[src/rtl/smram_pkg.sv]
package smram_pkg;

    typedef enum logic [1:0] {
        RT_NONE = 2'd0,
        RT_DRAM = 2'd1,
        RT_PCI  = 2'd2
    } route_e;

    typedef enum logic {
        LK_OPENABLE = 1'b0,
        LK_SEALED   = 1'b1
    } lock_state_e;

    typedef struct packed {
        logic open;
        logic lock;
        logic gbl;
        logic hi;
    } smram_cfg_t;

    typedef struct packed {
        logic norm_low_ram;
        logic norm_high_ram;
        logic smm_low_ram;
        logic smm_high_ram;
    } smram_view_t;

    localparam int unsigned OPEN_BIT = 6;
    localparam int unsigned LOCK_BIT = 4;
    localparam int unsigned GBL_BIT  = 3;
    localparam int unsigned HI_BIT   = 7;

endpackage

[src/rtl/smram_ctrl_regs.sv]
module smram_ctrl_regs
    import smram_pkg::*;
#(
    parameter int unsigned    CFG_AW     = 8,
    parameter logic [CFG_AW-1:0] CTRL_OFS = 8'h9D,
    parameter logic [CFG_AW-1:0] EXT_OFS  = 8'h9E,
    parameter logic [7:0]     CTRL_RST   = 8'h02
) (
    input  logic              clk,
    input  logic              rst_n,
    input  logic              cfg_we,
    input  logic [CFG_AW-1:0] cfg_addr,
    input  logic [7:0]        cfg_wdata,
    output smram_cfg_t        cfg
);

    localparam logic RST_OPEN = CTRL_RST[OPEN_BIT];
    localparam logic RST_GBL  = CTRL_RST[GBL_BIT];

    lock_state_e state_q, state_d;
    logic        open_q, gbl_q, hi_q;
    logic        wr_ctrl, wr_ext;
    logic        unused_bits;

    assign wr_ctrl     = cfg_we && (cfg_addr == CTRL_OFS);
    assign wr_ext      = cfg_we && (cfg_addr == EXT_OFS);
    assign unused_bits = ^{cfg_wdata[5], cfg_wdata[2:0]};

    // Next state of the lock machine
    always_comb begin
        state_d = state_q;
        unique case (state_q)
            LK_OPENABLE: if (wr_ctrl && cfg_wdata[LOCK_BIT]) state_d = LK_SEALED;
            LK_SEALED:   state_d = LK_SEALED;
            default:     state_d = LK_OPENABLE;
        endcase
    end

    // State register
    always_ff @(posedge clk) begin
        if (!rst_n) state_q <= LK_OPENABLE;
        else        state_q <= state_d;
    end

    // Field registers, gated by the lock state
    always_ff @(posedge clk) begin
        if (!rst_n) begin
            open_q <= RST_OPEN;
            gbl_q  <= RST_GBL;
            hi_q   <= 1'b0;
        end else begin
            unique case (state_q)
                LK_OPENABLE: begin
                    if (wr_ctrl) begin
                        open_q <= cfg_wdata[OPEN_BIT] & ~cfg_wdata[LOCK_BIT];
                        gbl_q  <= cfg_wdata[GBL_BIT];
                    end
                    if (wr_ext) hi_q <= cfg_wdata[HI_BIT];
                end
                LK_SEALED: open_q <= 1'b0;
                default: ;
            endcase
        end
    end

    // Output process
    always_comb begin
        cfg.open = open_q;
        cfg.lock = (state_q == LK_SEALED);
        cfg.gbl  = gbl_q;
        cfg.hi   = hi_q;
    end

    assert_lock_sticky_R12: assert property (@(posedge clk) disable iff (!rst_n)
        (state_q == LK_SEALED) |=> (state_q == LK_SEALED));

    assert_sealed_shut_R11: assert property (@(posedge clk) disable iff (!rst_n)
        (state_q == LK_SEALED) |=> !open_q);

    assert_sealed_frozen_R12: assert property (@(posedge clk) disable iff (!rst_n)
        (state_q == LK_SEALED) |=> ($stable(gbl_q) && $stable(hi_q)));

endmodule

[src/rtl/smram_view_decode.sv]
module smram_view_decode
    import smram_pkg::*;
(
    input  smram_cfg_t  cfg,
    output smram_view_t view
);

    logic unused_lock;
    assign unused_lock = cfg.lock;

    always_comb begin
        view.norm_low_ram  = cfg.open & ~cfg.hi;
        view.norm_high_ram = cfg.open &  cfg.hi;
        view.smm_low_ram   = cfg.gbl  & ~cfg.hi;
        view.smm_high_ram  = cfg.gbl  &  cfg.hi;
    end

endmodule

[src/rtl/smram_route_lookup.sv]
module smram_route_lookup
    import smram_pkg::*;
#(
    parameter int unsigned          ADDR_W    = 32,
    parameter logic [ADDR_W-1:0]    LOW_BASE  = 32'h000A_0000,
    parameter logic [ADDR_W-1:0]    HIGH_BASE = 32'hFEDA_0000,
    parameter logic [ADDR_W-1:0]    WIN_SIZE  = 32'h0002_0000
) (
    input  logic              clk,
    input  logic              rst_n,
    input  smram_view_t       view,
    input  logic              acc_valid,
    input  logic [ADDR_W-1:0] acc_addr,
    input  logic              acc_smm,
    output logic              rsp_valid,
    output logic [1:0]        rsp_route
);

    localparam int unsigned NWIN = 2;
    localparam logic [NWIN*ADDR_W-1:0] BASES = {HIGH_BASE, LOW_BASE};

    logic [NWIN-1:0] hit;
    route_e          norm_low, norm_high, pick;
    route_e          route_q;
    logic            valid_q;

    for (genvar w = 0; w < NWIN; w++) begin : g_win
        logic [ADDR_W-1:0] base, offs;
        assign base   = BASES[w*ADDR_W +: ADDR_W];
        assign offs   = acc_addr - base;
        assign hit[w] = (acc_addr >= base) && (offs < WIN_SIZE);
    end

    always_comb begin
        norm_low  = view.norm_low_ram  ? RT_DRAM : RT_PCI;
        norm_high = view.norm_high_ram ? RT_DRAM : RT_NONE;
        pick      = RT_NONE;
        if (hit[0]) begin
            pick = (acc_smm && view.smm_low_ram) ? RT_DRAM : norm_low;
        end else if (hit[1]) begin
            pick = (acc_smm && view.smm_high_ram) ? RT_DRAM : norm_high;
        end
    end

    always_ff @(posedge clk) begin
        if (!rst_n) begin
            valid_q <= 1'b0;
            route_q <= RT_NONE;
        end else begin
            valid_q <= acc_valid;
            if (acc_valid) route_q <= pick;
        end
    end

    assign rsp_valid = valid_q;
    assign rsp_route = route_q;

    assert_rsp_follows_R9: assert property (@(posedge clk) disable iff (!rst_n)
        acc_valid |=> rsp_valid);

    assert_rsp_quiet_R9: assert property (@(posedge clk) disable iff (!rst_n)
        !acc_valid |=> !rsp_valid);

    assert_outside_unclaimed_R8: assert property (@(posedge clk) disable iff (!rst_n)
        (acc_valid && (hit == '0)) |=> (rsp_route == RT_NONE));

    assert_low_always_claimed_R2: assert property (@(posedge clk) disable iff (!rst_n)
        (acc_valid && hit[0]) |=> (rsp_route != RT_NONE));

endmodule

[src/rtl/smram_gate.sv]
module smram_gate
    import smram_pkg::*;
#(
    parameter int unsigned          ADDR_W    = 32,
    parameter int unsigned          CFG_AW    = 8,
    parameter logic [CFG_AW-1:0]    CTRL_OFS  = 8'h9D,
    parameter logic [CFG_AW-1:0]    EXT_OFS   = 8'h9E,
    parameter logic [7:0]           CTRL_RST  = 8'h02,
    parameter logic [ADDR_W-1:0]    LOW_BASE  = 32'h000A_0000,
    parameter logic [ADDR_W-1:0]    HIGH_BASE = 32'hFEDA_0000,
    parameter logic [ADDR_W-1:0]    WIN_SIZE  = 32'h0002_0000
) (
    input  logic              clk,
    input  logic              rst_n,
    input  logic              cfg_we,
    input  logic [CFG_AW-1:0] cfg_addr,
    input  logic [7:0]        cfg_wdata,
    input  logic              acc_valid,
    input  logic [ADDR_W-1:0] acc_addr,
    input  logic              acc_smm,
    output logic              rsp_valid,
    output logic [1:0]        rsp_route,
    output logic              norm_low_ram,
    output logic              norm_high_ram,
    output logic              smm_low_ram,
    output logic              smm_high_ram
);

    smram_cfg_t  cfg;
    smram_view_t view;

    smram_ctrl_regs #(
        .CFG_AW   (CFG_AW),
        .CTRL_OFS (CTRL_OFS),
        .EXT_OFS  (EXT_OFS),
        .CTRL_RST (CTRL_RST)
    ) u_regs (
        .clk       (clk),
        .rst_n     (rst_n),
        .cfg_we    (cfg_we),
        .cfg_addr  (cfg_addr),
        .cfg_wdata (cfg_wdata),
        .cfg       (cfg)
    );

    smram_view_decode u_view (
        .cfg  (cfg),
        .view (view)
    );

    smram_route_lookup #(
        .ADDR_W    (ADDR_W),
        .LOW_BASE  (LOW_BASE),
        .HIGH_BASE (HIGH_BASE),
        .WIN_SIZE  (WIN_SIZE)
    ) u_route (
        .clk       (clk),
        .rst_n     (rst_n),
        .view      (view),
        .acc_valid (acc_valid),
        .acc_addr  (acc_addr),
        .acc_smm   (acc_smm),
        .rsp_valid (rsp_valid),
        .rsp_route (rsp_route)
    );

    assign norm_low_ram  = view.norm_low_ram;
    assign norm_high_ram = view.norm_high_ram;
    assign smm_low_ram   = view.smm_low_ram;
    assign smm_high_ram  = view.smm_high_ram;

    assert_one_smm_alias_R6: assert property (@(posedge clk) disable iff (!rst_n)
        !(smm_low_ram && smm_high_ram));

    assert_sealed_no_open_R11: assert property (@(posedge clk) disable iff (!rst_n)
        cfg.lock |-> !(norm_low_ram || norm_high_ram));

endmodule

[config.mk]
export PLATFORM = sky130hd
export DESIGN_NAME = smram_gate
export DESIGN_NICKNAME = d
export VERILOG_FILES = /design/src/rtl/smram_pkg.sv /design/src/rtl/smram_ctrl_regs.sv /design/src/rtl/smram_view_decode.sv /design/src/rtl/smram_route_lookup.sv /design/src/rtl/smram_gate.sv
export SDC_FILE = /design/constraint.sdc
export NUM_CORES = 1
export LEC_CHECK = 0
export CAP_MARGIN = 20
export CORE_MARGIN = 5
export CORE_UTILIZATION = 34
export CTS_BUF_LIST = sky130_fd_sc_hd__clkbuf_4
export CTS_CLUSTER_DIAMETER = 80
export DETAILED_ROUTE_END_ITERATION = 8
export PLACE_DENSITY = 0.88
export SYNTH_ARGS = -nofsm -noshare
export SYNTH_HDL_FRONTEND = slang
export SYNTH_SLANG_ARGS = --single-unit
[constraint.sdc]
create_clock -name clk -period 6 [get_ports clk]
set_input_delay 1.8 -clock clk [delete_from_list [all_inputs] [get_ports clk]]
set_output_delay 1.8 -clock clk [all_outputs]
set_load 0.05 [all_outputs]
After elaboration in Yosys (flattened, before gate mapping)
Cells that the tools add are included.
W data, S select, Z words.
- bits in registers: 7
- input port bits: 53
- add/subtract/negate cells: 2
- magnitude comparators: 4
- equality and inequality tests: 3
- multiplexer cells: 10
- bitwise operators: 8
- reductions and logical operators: 9
- operators with widths (cell ; number):
    $lt A32 B18 Y1 const B ; 2
    $ge A32 B20 Y1 const B ; 1
    $ge A32 B32 Y1 const B ; 1
    $sub A32 B20 Y32 const B ; 1
    $sub A32 B32 Y32 const B ; 1
    $eq A8 B8 Y1 const B ; 2
    $mux W2 ; 5
    $logic_and A1 B1 Y1 ; 7
    $and A1 B1 Y1 ; 5
    $pmux W1 S2 ; 2
    $reduce_and A2 Y1 ; 2
    $mux W1 ; 3
    $not A1 Y1 ; 3
    $ne A2 B1 Y1 const B ; 1

Longest topological paths before layout
- depth after elaboration: 5
- depth in mapped cells: 8
- gate-level depth less buffers: 8

Modules after synthesis
From an unflattened synthesis, not the netlist that was laid out.
- cell total of the unflattened synthesis: 106
- area total of the unflattened synthesis: 788.3 um^2
- by module, submodules not included (module ; times used ; cells each ; area each (um^2) ; seq. area each (um^2)):
    smram_route_lookup ; 1 ; 72 ; 485.5 ; 60.1
    smram_ctrl_regs ; 1 ; 30 ; 277.8 ; 80.1
    smram_view_decode ; 1 ; 4 ; 25.0 ; 0.0

Worst setup path after synthesis
Ideal clock, no wire load.
- path kind: in2reg
- start: in acc_addr[17]
- end: reg u_route.route_q[1] (netlist: u_route.rsp_route[1])
- setup time: 0.083 ns
- arrival: 3.111 ns
- data required time: 5.917 ns
- setup slack: 2.807 ns
- cell stages on the path: 8
- cells stage by stage: inv_1 > ha_1 > xnor2_1 > nor3_1 > nand2_1 > nand4b_1 > or3_4 > o31ai_4
- word-level cells in the longest chain between the ends: 5
- elaborated cells on any way between the ends: 10
- those cells by class: 2 x add/sub; 4 x order compare; 2 x mux; 2 x reduce/logical
- RTL lines (element ; RTL line ; RTL):
    start: declaration ; smram_gate.sv:19 ; input logic [ADDR_W-1:0] acc_addr,
    $sub A32 B32 Y32 ; smram_route_lookup.sv:30 ; assign offs = acc_addr - base;
    $lt A32 B18 Y1 ; smram_route_lookup.sv:31 ; assign hit[w] = (acc_addr >= base) && (offs < WIN_SIZE);
    $logic_and A1 B1 Y1 ; smram_route_lookup.sv:31 ;
    $mux W2 ; smram_route_lookup.sv:40 ; end else if (hit[1]) begin
    $mux W2 * ; smram_route_lookup.sv:38 ; if (hit[0]) begin
    end signal: assignment ; smram_route_lookup.sv:51 ; if (acc_valid) route_q <= pick;
    end: declaration ; smram_route_lookup.sv:24 ; route_e route_q;
Every way passes the cells marked *; elsewhere a longest branch is shown, timed or not.
A chain may end at the register's enable or synchronous reset.

Worst setup path in the final report
Ends and elaborated chain as after synthesis.

==> results.toml <==
[outcome]
status = "complete, no violations"

[cts]
ctsHoldBuffers = 0
cts.clk_slew.worst_paths_ns = 0.05
clkLatencyLatePin_ns = 0.26
clk_path_buf_depth = 2
cts.htree.levels = 1
clockRootBuffer = "clkbuf_4"
clock-sinks = 7
numCtsBuffers = 3
cts_tree = "yes"
post_cts_resized = 0
post_cts_buffers = 0

[setup_path]
cp.required_ns = 6.18
cp_max_fo = 6
critPathCaptureType = "flip-flop"
critical_path_arrival_ns = 3.83
crit_type = "in -> reg"
startpoint_type = "input pin"
r2r_cells = 4

[sta]
setup_viol = 0
fin_skew_ns = 0.00535
fin_crit_sh = 0.609
grt_setup_unrepaired = "no"
drv_slew = 0
max_freq_mhz = 274
fin_setup_tns_ns = 0
slew_headroom = 0.662
period_needed_ns = 3.66
worstMarginPinSlew_ns = 0.506
worst_slack_ns = 2.34
hold_viol_final = 0

[global_routing]
antenna_found_initial = 0
grt_overflow = 0
grt_pass1_vias = 777
grt_max_degree = 9
grt_use_total = 0.153
grt_pass1_wl_mm = 3.24

[routing]
wl_per_cell_um = 12.8
topRoutingLayerUsed = "met4"
detail_route.first_pass.iterations = 4
drtAntennaViolNets = 0
vias_per_cell = 5.09
vias = 764
drt_iter0_drc = 14
drc = 0
dr_wl_met3_um = 173
route.met2.wl_um = 940
wirelength_mm = 1.91
wl_met1_um = 762

[synth]
async_flop_share = 0
ys_seq_elements = 7
synth-edff-count = 0
synth.top_cell.area_share = 0.215
synth_nets = 138
synthesis.area_um2 = 652
synth_cells = 84
ys.flop_type = "dfxtp_1"
yosysWarnings = 0
netlist-cell-type-count = 39
synth_area_leader_cell = "dfxtp_1"
ys_top_cells_by_count = "nand2_1, nor2b_1, dfxtp_1, nor2_1"
ys_top_cells_by_area = "dfxtp_1, nor2b_1, mux2i_1"
syn_area_per_cell_um2 = 7.76
synth_seq_area_share = 0.215

[pwr]
powerDensity_nw_per_um2 = 127
vdd_drop_max_uv = 47.2
p_leak_nw = 0.402

[floorplan]
row_count = 15
io_pins = 60
die_h_um = 53.8
dieArea_um2 = 2890
start_util = 0.366
core_area_um2 = 1780
die_w_um = 53.8

[placed_design]
numPortBuffers = 38
dp_worst_setup_slack_ns = 2.08
gp_congestion = 0.944
hpwl_mm = 1.67

[layout]
n_antenna_cell = 0
drive_gt1_frac = 0.0800
final_util = 0.611
nets = 180
fillCellCount = 153
area_growth_syn_to_layout_pct = 67.0

[min_path]
min_path_type = "reg -> reg"
holdPathStages = 1

[run]
maxCapViolations = 0
layer usage:
metal  global-route usage  vias up
li1                     -      390
met1                0.164      334
met2                0.276       37
met3               0.0249        3
met4               0.0936        0
met5                    0        -
where the power goes:
part	switching [mW]	internal, mW	total [mW]
sequential	0.000103	0.0469	0.0470
clock	0.0186	0.0300	0.0486
combinational	0.0168	0.0259	0.0427
metrics by stage:
step | area (um2) | cells | total power, mW | hold slack (ns)
after floorplan | 652 | 84 | 0.0634 | 0.444
after global routing | 1090 | 150 | 0.144 | 0.523
after global placement | 1060 | 146 | 0.0893 | 0.471
after CTS | 1090 | 150 | 0.140 | 0.489
final | 1090 | 150 | 0.138 | 0.485
after detailed placement | 1060 | 146 | 0.0906 | 0.480
placed cells by master, fill, tap and decap left out, drive strengths merged, types with 2 or more instances in the layout:
cell type	synthesis	final
o31ai	2	2
nand4	2	2
nor2b	8	8
nand3b	2	2
and3b	2	2
o21ai	4	4
nor4	3	3
or4	2	2
and2	2	2
o21a	2	2
mux2i	3	3
clkbuf	0	4
xnor2	2	2
nand3	2	2
nor2	7	7
dfxtp	7	7
a21oi	4	4
a31oi	2	2
inv	4	4
nand2	8	8
nand4b	2	2
clkdlybuf4s50	0	38
critical path: stages:
cell,delay (ns)
clkdlybuf4s50_1,0.51
inv_1,0.06
ha_1,0.26
xnor2_1,0.14
nor3_1,0.28
nand2_1,0.09
nand4b_1,0.18
or3_4,0.36
o31ai_4,0.16
state kept, by name (all words and copies together) (netlist names):
name               cells
u_route.rsp_valid      1
u_regs.state_q         1
u_regs.open_q          1
u_route.rsp_route      2
u_regs.hi_q            1
u_regs.gbl_q           1
path summary, 6_finish.rpt:
kind                       start                   end  slack [ns]
setup / recovery    acc_addr[17]  u_route.rsp_route[1]        2.34
hold / removal    u_regs.state_q         u_regs.open_q        0.49
setup reg to reg     u_regs.hi_q  u_route.rsp_route[0]        4.92
hold reg to reg   u_regs.state_q         u_regs.open_q        0.49
logic make-up (layout without fill, tap and decap cells):
kind of cell	count (synthesis)	in the layout	share of synthesized area
flip-flops	7	7	0.215
adder cells (fa/ha/maj)	1	1	0.0192
multiplexers	3	3	0.0461
AND/OR/NAND/NOR	47	47	0.451
AO/OA/AOI/OAI	19	19	0.211
XOR/XNOR	2	2	0.0269
buffers and inverters	5	46	0.0307
layout make-up:
type / count / area, um2 / area share
Tap cell: 25 / 31.3 / 0.0287
Multi-Input combinational cell: 72 / 492 / 0.452
Inverter: 4 / 15.0 / 0.0138
Timing Repair Buffer: 38 / 380 / 0.349
Clock buffer: 4 / 30.0 / 0.0276
Sequential cell: 7 / 140 / 0.129
No activity file was read; power rests on OpenSTA's default activity.
